`src/rtl/dma_chan_pkg.sv`:
```
package dma_chan_pkg;

  localparam int REG_W = 32;

  typedef enum logic [1:0] {
    XS_IDLE  = 2'd0,
    XS_READ  = 2'd1,
    XS_WRITE = 2'd2
  } xfer_state_e;

  localparam logic [1:0] SEL_SRC  = 2'd0;
  localparam logic [1:0] SEL_DST  = 2'd1;
  localparam logic [1:0] SEL_CTRL = 2'd2;
  localparam logic [1:0] SEL_CFG  = 2'd3;

  localparam int CFG_EN_BIT    = 0;
  localparam int CFG_SIDX_LSB  = 1;
  localparam int CFG_DIDX_LSB  = 6;
  localparam int CFG_FLOW_LSB  = 11;
  localparam int CFG_HALT_BIT  = 18;

  localparam int CTL_SCODE_LSB = 18;
  localparam int CTL_DCODE_LSB = 21;
  localparam int CTL_SINC_BIT  = 26;
  localparam int CTL_DINC_BIT  = 27;
  localparam int CTL_TC_BIT    = 31;

  function automatic logic [2:0] clamp_code(input logic [2:0] code,
                                            input logic [2:0] max_code);
    return (code > max_code) ? max_code : code;
  endfunction

endpackage

```
`src/rtl/dma_req_gate.sv`:
```
module dma_req_gate #(
  parameter int REQ_LINES = 32
) (
  input  logic [REQ_LINES-1:0] single_i,
  input  logic [REQ_LINES-1:0] burst_i,
  input  logic [4:0]           src_idx_i,
  input  logic [4:0]           dst_idx_i,
  input  logic [2:0]           flow_i,
  output logic                 permit_o
);

  logic [REQ_LINES-1:0] req_vec;
  logic                 src_hit;
  logic                 dst_hit;

  assign req_vec = single_i | burst_i;

  always_comb begin
    src_hit = 1'b0;
    dst_hit = 1'b0;
    for (int i = 0; i < REQ_LINES; i++) begin
      if (src_idx_i == 5'(i)) src_hit = req_vec[i];
      if (dst_idx_i == 5'(i)) dst_hit = req_vec[i];
    end
  end

  always_comb begin
    case (flow_i)
      3'd0:    permit_o = 1'b1;
      3'd1:    permit_o = dst_hit;
      3'd2:    permit_o = src_hit;
      3'd3:    permit_o = src_hit & dst_hit;
      default: permit_o = 1'b0;
    endcase
  end

endmodule

```
`src/rtl/dma_addr_step.sv`:
```
module dma_addr_step
  import dma_chan_pkg::*;
#(
  parameter int AW = REG_W
) (
  input  logic [AW-1:0] addr_i,
  input  logic [2:0]    code_i,
  input  logic          inc_i,
  output logic [AW-1:0] next_o
);

  localparam logic [AW-1:0] ONE = AW'(1);

  logic [AW-1:0] step;

  assign step   = ONE << code_i;
  assign next_o = inc_i ? (addr_i + step) : addr_i;

endmodule

```
`src/rtl/dma_xfer_fsm.sv`:
```
module dma_xfer_fsm
  import dma_chan_pkg::*;
#(
  parameter int DATA_W = 32
) (
  input  logic              clk,
  input  logic              rst_n,
  input  logic              go_i,
  input  logic [REG_W-1:0]  src_addr_i,
  input  logic [REG_W-1:0]  dst_addr_i,
  input  logic [2:0]        src_code_i,
  input  logic [2:0]        dst_code_i,
  input  logic              mem_ready_i,
  input  logic [DATA_W-1:0] mem_rdata_i,
  output logic              mem_req_o,
  output logic              mem_we_o,
  output logic [REG_W-1:0]  mem_addr_o,
  output logic [2:0]        mem_size_o,
  output logic [DATA_W-1:0] mem_wdata_o,
  output logic              el_done_o
);

  xfer_state_e       state_q, state_d;
  logic [REG_W-1:0]  sa_q, da_q;
  logic [2:0]        sc_q, dc_q;
  logic [DATA_W-1:0] data_q;
  logic              load_en;
  logic              cap_en;

  assign load_en = (state_q == XS_IDLE) && go_i;
  assign cap_en  = (state_q == XS_READ) && mem_ready_i;

  always_comb begin
    state_d = state_q;
    case (state_q)
      XS_IDLE:  if (go_i)        state_d = XS_READ;
      XS_READ:  if (mem_ready_i) state_d = XS_WRITE;
      XS_WRITE: if (mem_ready_i) state_d = XS_IDLE;
      default:                   state_d = XS_IDLE;
    endcase
  end

  always_ff @(posedge clk or negedge rst_n) begin
    if (!rst_n) begin
      state_q <= XS_IDLE;
    end else begin
      state_q <= state_d;
    end
  end

  always_ff @(posedge clk or negedge rst_n) begin
    if (!rst_n) begin
      sa_q <= '0;
      da_q <= '0;
      sc_q <= '0;
      dc_q <= '0;
    end else if (load_en) begin
      sa_q <= src_addr_i;
      da_q <= dst_addr_i;
      sc_q <= src_code_i;
      dc_q <= dst_code_i;
    end
  end

  always_ff @(posedge clk or negedge rst_n) begin
    if (!rst_n) begin
      data_q <= '0;
    end else if (cap_en) begin
      data_q <= mem_rdata_i;
    end
  end

  assign mem_req_o   = (state_q != XS_IDLE);
  assign mem_we_o    = (state_q == XS_WRITE);
  assign mem_addr_o  = mem_we_o ? da_q : sa_q;
  assign mem_size_o  = mem_we_o ? dc_q : sc_q;
  assign mem_wdata_o = data_q;
  assign el_done_o   = (state_q == XS_WRITE) && mem_ready_i;

  AST_HOLD_PENDING: assert property (@(posedge clk) disable iff (!rst_n)
    (mem_req_o && !mem_ready_i) |=> (mem_req_o && $stable(mem_addr_o) &&
      $stable(mem_we_o) && $stable(mem_size_o) && $stable(mem_wdata_o)));

  AST_WRITE_AFTER_READ: assert property (@(posedge clk) disable iff (!rst_n)
    $rose(mem_we_o) |-> $past(mem_req_o && !mem_we_o && mem_ready_i));

endmodule

```
`src/rtl/dma_chan_engine.sv`:
```
module dma_chan_engine
  import dma_chan_pkg::*;
#(
  parameter int DATA_W    = 32,
  parameter int REQ_LINES = 32,
  parameter int CNT_W     = 12
) (
  input  logic                 clk,
  input  logic                 rst_n,
  input  logic                 reg_we_i,
  input  logic [1:0]           reg_sel_i,
  input  logic [REG_W-1:0]     reg_wdata_i,
  input  logic                 link_i,
  input  logic [REQ_LINES-1:0] dreq_single_i,
  input  logic [REQ_LINES-1:0] dreq_burst_i,
  output logic [REG_W-1:0]     src_addr_o,
  output logic [REG_W-1:0]     dst_addr_o,
  output logic [REG_W-1:0]     ctrl_o,
  output logic [REG_W-1:0]     cfg_o,
  output logic                 mem_req_o,
  output logic                 mem_we_o,
  output logic [REG_W-1:0]     mem_addr_o,
  output logic [2:0]           mem_size_o,
  output logic [DATA_W-1:0]    mem_wdata_o,
  input  logic                 mem_ready_i,
  input  logic [DATA_W-1:0]    mem_rdata_i,
  output logic                 done_o,
  output logic                 tc_o
);

  localparam logic [2:0]       MAX_WCODE = 3'($clog2(DATA_W / 8));
  localparam logic [CNT_W-1:0] CNT_ONE   = CNT_W'(1);

  logic [REG_W-1:0] src_q, src_d, dst_q, dst_d;
  logic [REG_W-1:0] ctrl_q, ctrl_d, cfg_q, cfg_d;
  logic             src_en, dst_en, ctrl_en, cfg_en;
  logic             done_q, done_d, tc_q, tc_d;

  logic [CNT_W-1:0] count;
  logic             active;
  logic             permit;
  logic             go;
  logic             el_done;
  logic             last;
  logic [2:0]       scode, dcode;
  logic [REG_W-1:0] src_step, dst_step;
  logic             wr_src, wr_dst, wr_ctrl, wr_cfg;

  assign count  = ctrl_q[CNT_W-1:0];
  assign active = cfg_q[CFG_EN_BIT] & ~cfg_q[CFG_HALT_BIT];
  assign last   = (count == CNT_ONE);
  assign scode  = clamp_code(ctrl_q[CTL_SCODE_LSB +: 3], MAX_WCODE);
  assign dcode  = clamp_code(ctrl_q[CTL_DCODE_LSB +: 3], MAX_WCODE);
  assign go     = active && (count != '0) && permit;

  assign wr_src  = reg_we_i && (reg_sel_i == SEL_SRC);
  assign wr_dst  = reg_we_i && (reg_sel_i == SEL_DST);
  assign wr_ctrl = reg_we_i && (reg_sel_i == SEL_CTRL);
  assign wr_cfg  = reg_we_i && (reg_sel_i == SEL_CFG);

  dma_req_gate #(
    .REQ_LINES (REQ_LINES)
  ) u_gate (
    .single_i  (dreq_single_i),
    .burst_i   (dreq_burst_i),
    .src_idx_i (cfg_q[CFG_SIDX_LSB +: 5]),
    .dst_idx_i (cfg_q[CFG_DIDX_LSB +: 5]),
    .flow_i    (cfg_q[CFG_FLOW_LSB +: 3]),
    .permit_o  (permit)
  );

  dma_addr_step #(
    .AW (REG_W)
  ) u_src_step (
    .addr_i (src_q),
    .code_i (scode),
    .inc_i  (ctrl_q[CTL_SINC_BIT]),
    .next_o (src_step)
  );

  dma_addr_step #(
    .AW (REG_W)
  ) u_dst_step (
    .addr_i (dst_q),
    .code_i (dcode),
    .inc_i  (ctrl_q[CTL_DINC_BIT]),
    .next_o (dst_step)
  );

  dma_xfer_fsm #(
    .DATA_W (DATA_W)
  ) u_fsm (
    .clk         (clk),
    .rst_n       (rst_n),
    .go_i        (go),
    .src_addr_i  (src_q),
    .dst_addr_i  (dst_q),
    .src_code_i  (scode),
    .dst_code_i  (dcode),
    .mem_ready_i (mem_ready_i),
    .mem_rdata_i (mem_rdata_i),
    .mem_req_o   (mem_req_o),
    .mem_we_o    (mem_we_o),
    .mem_addr_o  (mem_addr_o),
    .mem_size_o  (mem_size_o),
    .mem_wdata_o (mem_wdata_o),
    .el_done_o   (el_done)
  );

  // Register next state: the engine update first, a register write overrides it.
  always_comb begin
    src_d  = src_q;
    dst_d  = dst_q;
    ctrl_d = ctrl_q;
    cfg_d  = cfg_q;
    if (el_done) begin
      src_d                = src_step;
      dst_d                = dst_step;
      ctrl_d[CNT_W-1:0]    = count - CNT_ONE;
      if (last && !link_i) cfg_d[CFG_EN_BIT] = 1'b0;
    end
    if (wr_src)  src_d  = reg_wdata_i;
    if (wr_dst)  dst_d  = reg_wdata_i;
    if (wr_ctrl) ctrl_d = reg_wdata_i;
    if (wr_cfg)  cfg_d  = reg_wdata_i;
  end

  assign src_en  = el_done | wr_src;
  assign dst_en  = el_done | wr_dst;
  assign ctrl_en = el_done | wr_ctrl;
  assign cfg_en  = el_done | wr_cfg;

  assign done_d = el_done && last;
  assign tc_d   = el_done && last && ctrl_q[CTL_TC_BIT];

  always_ff @(posedge clk or negedge rst_n) begin
    if (!rst_n) begin
      src_q <= '0;
    end else if (src_en) begin
      src_q <= src_d;
    end
  end

  always_ff @(posedge clk or negedge rst_n) begin
    if (!rst_n) begin
      dst_q <= '0;
    end else if (dst_en) begin
      dst_q <= dst_d;
    end
  end

  always_ff @(posedge clk or negedge rst_n) begin
    if (!rst_n) begin
      ctrl_q <= '0;
    end else if (ctrl_en) begin
      ctrl_q <= ctrl_d;
    end
  end

  always_ff @(posedge clk or negedge rst_n) begin
    if (!rst_n) begin
      cfg_q <= '0;
    end else if (cfg_en) begin
      cfg_q <= cfg_d;
    end
  end

  always_ff @(posedge clk or negedge rst_n) begin
    if (!rst_n) begin
      done_q <= 1'b0;
      tc_q   <= 1'b0;
    end else begin
      done_q <= done_d;
      tc_q   <= tc_d;
    end
  end

  assign src_addr_o = src_q;
  assign dst_addr_o = dst_q;
  assign ctrl_o     = ctrl_q;
  assign cfg_o      = cfg_q;
  assign done_o     = done_q;
  assign tc_o       = tc_q;

  AST_START_ACTIVE: assert property (@(posedge clk) disable iff (!rst_n)
    $rose(mem_req_o) |-> $past(cfg_q[CFG_EN_BIT] && !cfg_q[CFG_HALT_BIT]));

  AST_FLOW_SUPPORTED: assert property (@(posedge clk) disable iff (!rst_n)
    $rose(mem_req_o) |-> ($past(cfg_q[CFG_FLOW_LSB +: 3]) < 3'd4));

  AST_NONZERO_START: assert property (@(posedge clk) disable iff (!rst_n)
    $rose(mem_req_o) |-> ($past(ctrl_q[CNT_W-1:0]) != '0));

  AST_COUNT_STEP: assert property (@(posedge clk) disable iff (!rst_n)
    (mem_req_o && mem_we_o && mem_ready_i && !wr_ctrl) |=>
      (ctrl_q[CNT_W-1:0] == $past(ctrl_q[CNT_W-1:0]) - CNT_ONE));

  AST_DONE_AT_ZERO: assert property (@(posedge clk) disable iff (!rst_n)
    (done_o && !$past(wr_ctrl)) |-> (ctrl_q[CNT_W-1:0] == '0));

  AST_TC_WITH_DONE: assert property (@(posedge clk) disable iff (!rst_n)
    tc_o |-> done_o);

endmodule

```
`config.mk`:
```
export PLATFORM = sky130hd
export DESIGN_NAME = dma_chan_engine
export DESIGN_NICKNAME = d
export VERILOG_FILES = /design/src/rtl/dma_chan_pkg.sv /design/src/rtl/dma_req_gate.sv /design/src/rtl/dma_addr_step.sv /design/src/rtl/dma_xfer_fsm.sv /design/src/rtl/dma_chan_engine.sv
export SDC_FILE = /design/constraint.sdc
export NUM_CORES = 1
export LEC_CHECK = 0
export CAP_MARGIN = 10
export CORE_UTILIZATION = 45
export CTS_BUF_LIST = sky130_fd_sc_hd__clkbuf_8 sky130_fd_sc_hd__clkbuf_16
export DETAILED_ROUTE_END_ITERATION = 8
export PLACE_DENSITY = 0.77
export REMOVE_ABC_BUFFERS = 1
export SYNTH_ARGS = -nofsm -noshare
export SYNTH_HDL_FRONTEND = slang
export SYNTH_SLANG_ARGS = --single-unit
```
`constraint.sdc`:
```
create_clock -name clk -period 6 [get_ports clk]
set_clock_uncertainty 0.15 [all_clocks]
set_input_delay 0.9 -clock clk [delete_from_list [all_inputs] [get_ports clk]]
set_output_delay 0.9 -clock clk [all_outputs]
set_load 0.05 [all_outputs]
```
Word level (Yosys, flattened, before mapping)
Index checks and enable logic that the tools add are counted.
- bits in registers: 234
- input port bits: 135
- output and inout port bits: 199
- logic and storage cells: 221
- add/subtract/negate cells: 3
- magnitude comparators: 2
- eq/ne operators: 74
- shift-type cells: 2
- multiplexer cells: 84
- bitwise operators: 8
- reductions and logical operators: 34
- operators with widths (operator ; number):
    32-bit 2-to-1 mux ; 7
    5-bit equality test (second input constant) ; 32
    5-bit by 4-bit equality test with 1-bit output (second input constant) ; 16
    1-bit 2-to-1 mux ; 67
    32-bit adder ; 2
    1-bit by 3-bit << shifter with 32-bit output (first input constant) ; 2
    5-bit by 3-bit equality test with 1-bit output (second input constant) ; 8
    32-bit OR ; 1
    12-bit 2-to-1 mux ; 2
    5-bit by 2-bit equality test with 1-bit output (second input constant) ; 4
    2-bit nonzero test ; 8
    12-bit by 1-bit equality test with 1-bit output (second input constant) ; 1
    1-bit logical AND ; 12
    3-bit AND reduction ; 4
    12-bit nonzero test ; 1
    12-bit by 1-bit subtractor with 12-bit output (second input constant) ; 1
    5-bit by 1-bit equality test with 1-bit output (second input constant) ; 2
    5-bit zero test ; 2
    3-bit 2-to-1 mux ; 3
    2-bit equality test (second input constant) ; 3
    3-bit by 2-bit equality test with 1-bit output (second input constant) ; 2
    3-bit by 2-bit > comparator with 1-bit output (second input constant) ; 2
    2-bit 2-to-1 mux ; 3
    2-bit case mux with 3 select lines ; 1
    12 further kinds ; 21

Depth between registers and ports, before layout
Gate-level depths: netlist (run 1).
- depth in word-level cells: 38
- depth in mapped cells: 14
- depth with buffers taken out: 14

Cells and area by module
A second synthesis (run 1) with hierarchy kept.
- cell total of the unflattened synthesis: 1195
- area, all modules: 13128.8 sq um
- modules (own cells, without submodules) (module ; instances ; cells an instance ; area each (sq um) ; seq. area each (sq um)):
    dma_chan_engine ; 1 ; 478 ; 5615.4 ; 3253.1
    dma_xfer_fsm ; 1 ; 265 ; 4314.1 ; 2602.5
    dma_req_gate ; 1 ; 181 ; 1148.6 ; 0.0
    dma_addr_step (u_src_step) ; 1 ; 142 ; 1053.5 ; 0.0
    dma_addr_step (u_dst_step) ; 1 ; 129 ; 997.2 ; 0.0

Worst setup path after synthesis (run 1)
Ideal clock, no wire load.
- kind: reg2reg
- from: register ctrl_q[20] (netlist: ctrl_o[20])
- to: register src_q[10] (netlist: src_addr_o[10])
- arrival time: 3.069 ns
- slack: 2.704 ns
- cell stages (with the launch flop): 15
- buffers on the path: 0
- cells stage by stage: dfrtp_1 > nor2_1 > inv_1 > nor2_1 > ha_1 > inv_1 > fa_1 > nor2b_1 > o21ai_0 > a21oi_1 > o21ai_0 > a211oi_1 > nand3_1 > xor2_1 > a21oi_1
- longest elaborated chain between the ends: 7
- ends and longest elaborated chain (element ; RTL line ; source):
    start, declared ; dma_chan_engine.sv:35 ; logic [REG_W-1:0] ctrl_q, ctrl_d, cfg_q, cfg_d;
    start signal, assigned ; dma_chan_engine.sv:156 ; ctrl_q <= ctrl_d;
    3-bit by 2-bit > comparator with 1-bit output ; dma_chan_pkg.sv:30 ; return (code > max_code) ? max_code : code;
    3-bit 2-to-1 mux * ; dma_chan_pkg.sv:30 ;
    1-bit by 3-bit << shifter with 32-bit output * ; dma_addr_step.sv:16 ; assign step = ONE << code_i;
    32-bit adder * ; dma_addr_step.sv:17 ; assign next_o = inc_i ? (addr_i + step) : addr_i;
    32-bit 2-to-1 mux * ; dma_addr_step.sv:17 ;
    32-bit 2-to-1 mux * ; dma_chan_engine.sv:116 ; if (el_done) begin
    32-bit 2-to-1 mux * ; dma_chan_engine.sv:122 ; if (wr_src) src_d = reg_wdata_i;
    end signal, assigned ; dma_chan_engine.sv:140 ; src_q <= src_d;
    end, declared ; dma_chan_engine.sv:34 ; logic [REG_W-1:0] src_q, src_d, dst_q, dst_d;
Mark *: on every way between the ends. The rest lies on a longest branch, timed or not. The select of a mux whose other input is x is not followed.
A chain may end at the register's enable or synchronous reset.

Worst setup path in the final report (run 1)
- from: register u_fsm.state_q[0]
- to: output port mem_addr_o[24]
- longest elaborated chain between the ends: 2
- ends and longest elaborated chain (element ; RTL line ; source):
    start, declared ; dma_xfer_fsm.sv:23 ; xfer_state_e state_q, state_d;
    start signal, assigned ; dma_xfer_fsm.sv:47 ; state_q <= state_d;
    2-bit equality test ; dma_xfer_fsm.sv:74 ; assign mem_we_o = (state_q == XS_WRITE);
    32-bit 2-to-1 mux ; dma_xfer_fsm.sv:75 ; assign mem_addr_o = mem_we_o ? da_q : sa_q;
    end, declared ; dma_chan_engine.sv:22 ; output logic [REG_W-1:0] mem_addr_o,
Every way passes these cells.

==> results of run 1 <==
## power groups by stage
stage | combinational [W] | sequential [W] | clock [W]
after floorplan | 0.00150 | 0.00341 | 0
after global placement | 0.00373 | 0.00250 | 0
after detailed placement | 0.00377 | 0.00253 | 0
after CTS | 0.00379 | 0.00251 | 0.00165
after global routing | 0.00398 | 0.00259 | 0.00173
final | 0.00378 | 0.00252 | 0.00163
## kinds of logic (layout without fill, tap and decap cells)
| kind of cell | after synthesis | count (layout) | share of synthesized area [%] |
|---|---|---|---|
| buf+inv | 78 | 415 | 3.107 |
| compound gates | 189 | 189 | 9.290 |
| fa+ha+maj | 20 | 20 | 2.233 |
| mux | 192 | 192 | 18.15 |
| flops | 234 | 234 | 49.29 |
| simple gates | 319 | 319 | 12.96 |
| xor+xnor | 67 | 67 | 4.940 |
| other cells | 1 | 10 | 0.03157 |
## state kept, by name, summed over array words and instances, names as in the netlist, 32 cells and up
| signal | cells |
|---|---|
| u_fsm.sa_q | 32 |
| cfg_o | 32 |
| u_fsm.da_q | 32 |
| ctrl_o | 32 |
| src_addr_o | 32 |
| dst_addr_o | 32 |
| u_fsm.mem_wdata_o | 32 |
## critical path: stages, from the launching register on
cell             delay [ns]
dfrtp_1                0.42
nor2b_4                0.13
buf_4                  0.55
mux2_2                 0.45
clkdlybuf4s50_1        0.73
## cell type report
cell class / instances / area [um^2] / area share (%)
tap: 335 / 419.2 / 2.557
sequential: 234 / 5856 / 35.72
clock inverter: 17 / 170.2 / 1.038
inverter: 21 / 78.83 / 0.4809
clock buffer: 31 / 719.4 / 4.389
multi-input combinational: 797 / 5713 / 34.85
timing repair buffer: 346 / 3436 / 20.96
## layout by cell type (no fill, tap or decap), types with 7 or more instances in the layout
| cell type | n |
|---|---|
| clkdlybuf4s50_1 | 332 |
| dfrtp_1 | 234 |
| mux2_2 | 120 |
| nand2_1 | 95 |
| o21ai_0 | 79 |
| mux2_1 | 67 |
| nor2_1 | 64 |
| a21oi_1 | 56 |
| xor2_1 | 50 |
| nor3_1 | 36 |
| nand3_1 | 36 |
| clkbuf_16 | 26 |
| inv_1 | 25 |
| ha_1 | 18 |
| and3_1 | 17 |
| xnor2_1 | 17 |
| nor2b_1 | 13 |
| buf_4 | 13 |
| nand4_1 | 11 |
| a211oi_1 | 10 |
| nand2b_1 | 10 |
| conb_1 | 10 |
| o31ai_1 | 7 |
## through the flow
| stage | power, W | setup WS, ns | util, % | hold slack (ns) | cell area (um^2) |
|---|---|---|---|---|---|
| CTS | 0.007962 | 2.105 | 63.08 | 0.3346 | 16390 |
| finish | 0.007931 | 2.122 | 63.08 | 0.2964 | 16390 |
| detailed placement | 0.006304 | 1.836 | 59.66 | 0.3199 | 15500 |
| floorplan | 0.004917 | 0.3690 | - | 0.3022 | 11620 |
| global placement | 0.006235 | 1.874 | 59.66 | 0.3112 | 15500 |
| global route | 0.008298 | 1.919 | 63.08 | 0.3454 | 16390 |
## worst paths after layout
| check | depth (start not counted) | end | from | slack, ns |
|---|---|---|---|---|
| max in group asynchronous | 2 | u_fsm.mem_wdata_o[25]$_DFFE_PN0P_ | rst_n | 4.07 |
| worst max-delay path | 4 | mem_addr_o[24] | u_fsm.state_q[0]$_DFFE_PN0P_ | 2.12 |
| worst max register to register | 9 | u_fsm.da_q[28]$_DFFE_PN0P_ | cfg_o[6]$_DFFE_PN0P_ | 2.13 |
| min in group clk | 1 | u_fsm.sa_q[23]$_DFFE_PN0P_ | u_fsm.sa_q[23]$_DFFE_PN0P_ | 0.33 |
| worst min register to register | 1 | u_fsm.sa_q[23]$_DFFE_PN0P_ | u_fsm.sa_q[23]$_DFFE_PN0P_ | 0.33 |
| worst min-delay path | 1 | cfg_o[25]$_DFFE_PN0P_ | rst_n | 0.30 |
## metal layers
layer  vias to the layer above  GRT usage, %  wire, um  share of wire (%)
met2                       413         45.76     17440                 48
met1                      4813         33.16     14670                 40
met3                        68         7.408      3362                9.3
met5                         -             0         0                  0
li1                       4542             -         -                  -
met4                         0         7.339       822                2.3
==> impl_metrics.tcl, run 1 <==
set metrics [dict create \
    avgViaCountPerCell 5.523 \
    coreArea_um2 25980 \
    vias 9836 \
    routabilityCongestion 0.9527 \
    ios 334 \
    status "finished clean" \
    ys_seq_area_share_pct 49.29 \
    syn_inst 1100 \
    cts_tree "done" \
    p_clk_share_pct 20.6 \
    die_y_um 164.5 \
    setup_viol 0 \
    cts-htree-levels 1 \
    netlist_top_cells_area "dfrtp_1, mux2_2, mux2_1" \
    power.switching_w 0.003453 \
    final_layout_size_suffix_gt1_share_pct 13.00 \
    min_period_ns 3.878 \
    start_util_pct 45.71 \
    dpl.hpwl_um 25850 \
    hp-class "primary input to async pin" \
    path_class "register to output pin" \
    fmax_ghz 0.2578 \
    grt_pass1_wl_um 55690 \
    vdd_drop_max_mv 0.3584 \
    worst_setup_path_start_kind "register" \
    post_cts_resized 0 \
    required_ns 4.95 \
    wl_per_cell_um 20.38 \
    relSlewSlack_pct 30.53 \
    synth_edf_count 0 \
    hold_viol_final 0 \
    synth.most_common_cell "dfrtp_1" \
    ctsHoldBuffers 0 \
    grt_remaining_overflow 0 \
    synth_top_area_share_pct 49.29 \
    netlist_area_um2 11880 \
    synthFlopType "dfrtp_1" \
    postCtsSetupRepairBufs 0 \
    swShare_pct 43.54 \
    synthArstFlopShare_pct 100.0 \
    cts_sinks 234 \
    drv_slew 0 \
    antenna_found_initial 0 \
    synth_cell_types 59 \
    path_max_fanout 41 \
    grt_max_degree 123 \
    setup.worst_path.end_class "output pin" \
    die_area_um2 27050 \
    synth_top_area_cell "dfrtp_1" \
    wl_um 36290 \
    root_buffer "clkbuf_16" \
    grt_usage_pct 26.78 \
    min_period_over_period_pct 64.64 \
    power.internal_w 0.004478 \
    finalNetCount 1581 \
    final_antenna_net_count 0 \
    avgSynthCellArea_um2 10.80 \
    drc_errors 0 \
    grt_setup_unrepaired "no" \
    power_density_nw_per_um2 483.9 \
    leakage_nw 6.773 \
    tightest_slew_ns 1.041 \
    cp.arrival_ns 2.83 \
    cts_made_buffers 26 \
    ys_seq_elements 234 \
    seqPwrFrac_pct 31.8 \
    first_global_vias 10020 \
    synth.top_cells.by_count "dfrtp_1, mux2_2, nand2_1" \
    clkTransAtPathRegs_ns 0.06 \
    area_growth_pct 37.99 \
    power_frac_comb_pct 47.7 \
    clock_latency_ns 0.54 \
    placed_cells 1733 \
    yosysWarnings 0 \
    tns_ns 0 \
    dr.pass1.iters 5 \
    clock_path_buffers 3 \
    port_buffers 333 \
    fp-row-count 59 \
    instances_no_fill 1781 \
    die_x_um 164.5 \
    fill_cells 2099 \
    diodes 0 \
    maxCapViolCount 0 \
    drtIter0Drc 734 \
]
(Power assumes the default switching activity.)
==> run 2: changes to the inputs <==
==> constraint.sdc (replaced) <==
create_clock -name clk -period 3.9 [get_ports clk]
set_clock_uncertainty 0.15 [all_clocks]
set_input_delay 0.585 -clock clk [delete_from_list [all_inputs] [get_ports clk]]
set_output_delay 0.585 -clock clk [all_outputs]
set_load 0.05 [all_outputs]
==> impl_metrics.tcl, run 2 (synthesis results as in run 1) <==
set metrics [dict create \
    ios 334 \
    postCtsSetupRepairBufs 0 \
    finalNetCount 1601 \
    setup.worst_path.end_class "register" \
    die_area_um2 27050 \
    final_antenna_net_count 0 \
    clock_latency_ns 0.52 \
    min_period_ns 3.617 \
    final_common_cell "clkdlybuf4s50_1" \
    hp-class "primary input to async pin" \
    vdd_drop_max_mv 0.5362 \
    grt_remaining_overflow 0 \
    cts_made_buffers 25 \
    fp-row-count 59 \
    drc_errors 0 \
    hold_viol_final 10 \
    clock_path_buffers 3 \
    wl_um 36860 \
    die_y_um 164.5 \
    setup_viol 0 \
    final_layout_size_suffix_gt1_share_pct 14.10 \
    leakage_nw 6.844 \
    die_x_um 164.5 \
    power_density_nw_per_um2 731.5 \
    drtIter0Drc 695 \
    wl_per_cell_um 20.52 \
    root_buffer "clkbuf_16" \
    power.internal_w 0.006784 \
    swShare_pct 43.88 \
    fill_cells 2075 \
    final_area_um2 16530 \
    cts_sinks 234 \
    first_global_vias 10090 \
    ctsHoldBuffers 0 \
    area_growth_pct 39.12 \
    min_period_over_period_pct 92.76 \
    coreArea_um2 25980 \
    grt_max_degree 118 \
    required_ns 4.13 \
    dr.pass1.iters 8 \
    antenna_found_initial 1 \
    worst_setup_path_start_kind "register" \
    most-common-layout-cells "clkdlybuf4s50_1, dfrtp_1, mux2_2" \
    path_class "register to register" \
    status "complete, but fails checks" \
    post_cts_resized 0 \
    holdWs_ns -0.008830 \
    routabilityCongestion 1.003 \
    dp_worst_setup_slack_ns 0.1894 \
    path_max_fanout 4 \
    fin_ws_ns 0.2825 \
    relSlewSlack_pct 34.99 \
    avgViaCountPerCell 5.557 \
    violations "hold timing" \
    cp.arrival_ns 3.85 \
    regToRegSetupSlack_ns 0.28 \
    clkTransAtPathRegs_ns 0.06 \
    grt_pass1_wl_um 56240 \
    port_buffers 333 \
    grt_usage_pct 26.92 \
    fmax_ghz 0.2764 \
    start_util_pct 45.71 \
    vias 9980 \
    diodes 0 \
    tightest_slew_ns 0.9741 \
    final_core_util_pct 63.60 \
    p_total_w 0.01209 \
    power.switching_w 0.005305 \
    cts-htree-levels 1 \
    maxCapViolCount 0 \
    power_frac_comb_pct 48.9 \
    grt_setup_unrepaired "no" \
    placed_cell_area_um2 15720 \
    cts_tree "done" \
    p_clk_share_pct 19.2 \
    seqPwrFrac_pct 31.8 \
    dpl.hpwl_um 26600 \
    drv_slew 0 \
]
-- run 2: cell types whose count changed in the layout (fill, tap and decap cells not counted), moves of 2 or more --
cell       change
bufinv_16      -2
buf_4         +16
clkinv_2       -2
clkbuf_8       +2
inv_1          -3
buf_12         +5
-- run 2: critical path, stage by stage, from the launching register on --
cell	delay, ns
dfrtp_1	0.40
nor2_1	0.28
inv_1	0.14
nor2_1	0.12
ha_1	0.17
inv_1	0.06
fa_1	0.39
nor2b_1	0.15
o21ai_0	0.13
a21oi_1	0.21
o21ai_0	0.26
a211oi_1	0.54
nand3_1	0.19
xor2_1	0.20
a21oi_1	0.09
-- run 2: power by group through the flow --
stage / clock (W) / sequential, W / combinational [W]
finish: 0.00233 / 0.00385 / 0.00591
global route: 0.00247 / 0.00395 / 0.00620
CTS: 0.00237 / 0.00384 / 0.00593
detailed placement: 0 / 0.00387 / 0.00590
global placement: 0 / 0.00382 / 0.00582
floorplan: 0 / 0.00525 / 0.00231
-- run 2: area by class of cell --
type	count	area, um^2	area share [%]
Clock inverter	10	81.33	0.4921
Tap cell	335	419.2	2.536
Sequential cell	234	5856	35.43
Inverter	21	78.83	0.4770
Multi-Input combinational cell	797	5713	34.57
Timing Repair Buffer	367	3656	22.12
Clock buffer	32	721.9	4.369
-- run 2: final timing paths --
path,from,end,depth (start not counted)
worst max register to register,ctrl_o[19]$_DFFE_PN0P_,src_addr_o[24]$_DFFE_PN0P_,14
max in group asynchronous,rst_n,u_fsm.mem_wdata_o[3]$_DFFE_PN0P_,2
min in group clk,u_fsm.da_q[29]$_DFFE_PN0P_,u_fsm.da_q[29]$_DFFE_PN0P_,1
worst min-delay path,rst_n,cfg_o[25]$_DFFE_PN0P_,1
worst max-delay path,ctrl_o[19]$_DFFE_PN0P_,src_addr_o[24]$_DFFE_PN0P_,14
worst min register to register,u_fsm.da_q[29]$_DFFE_PN0P_,u_fsm.da_q[29]$_DFFE_PN0P_,1
-- run 2: layer usage --
| layer | global-route usage, % | share of wire (%) |
|---|---|---|
| met5 | 0 | 0.027 |
| met4 | 6.756 | 2.1 |
| met3 | 7.308 | 9.2 |
| met2 | 46.89 | 49 |
| met1 | 32.91 | 40 |
-- run 2: stage by stage --
| step | std cells | setup TNS [ns] | hold WS, ns |
|---|---|---|---|
| 2_1_floorplan | 1052 | -139.01 | 0.1394 |
| 3_3_place_gp | 1754 | 0 | 0.3109 |
| 3_5_place_dp | 1754 | 0 | 0.3208 |
| 4_1_cts | 1796 | 0 | 0.03199 |
| 5_1_grt | 1796 | 0 | 0.05473 |
| 6_report | 1796 | 0 | -0.008830 |
==> run 3: changes to the inputs <==
--- a/config.mk
+++ b/config.mk
@@ -11,6 +11,7 @@
 export DETAILED_ROUTE_END_ITERATION = 8
 export PLACE_DENSITY = 0.77
 export REMOVE_ABC_BUFFERS = 1
+export SLEW_MARGIN = 5
 export SYNTH_ARGS = -nofsm -noshare
 export SYNTH_HDL_FRONTEND = slang
 export SYNTH_SLANG_ARGS = --single-unit
==> results of run 3 <==
Same layout as run 2: the final DEF is identical, and so are final timing and power.
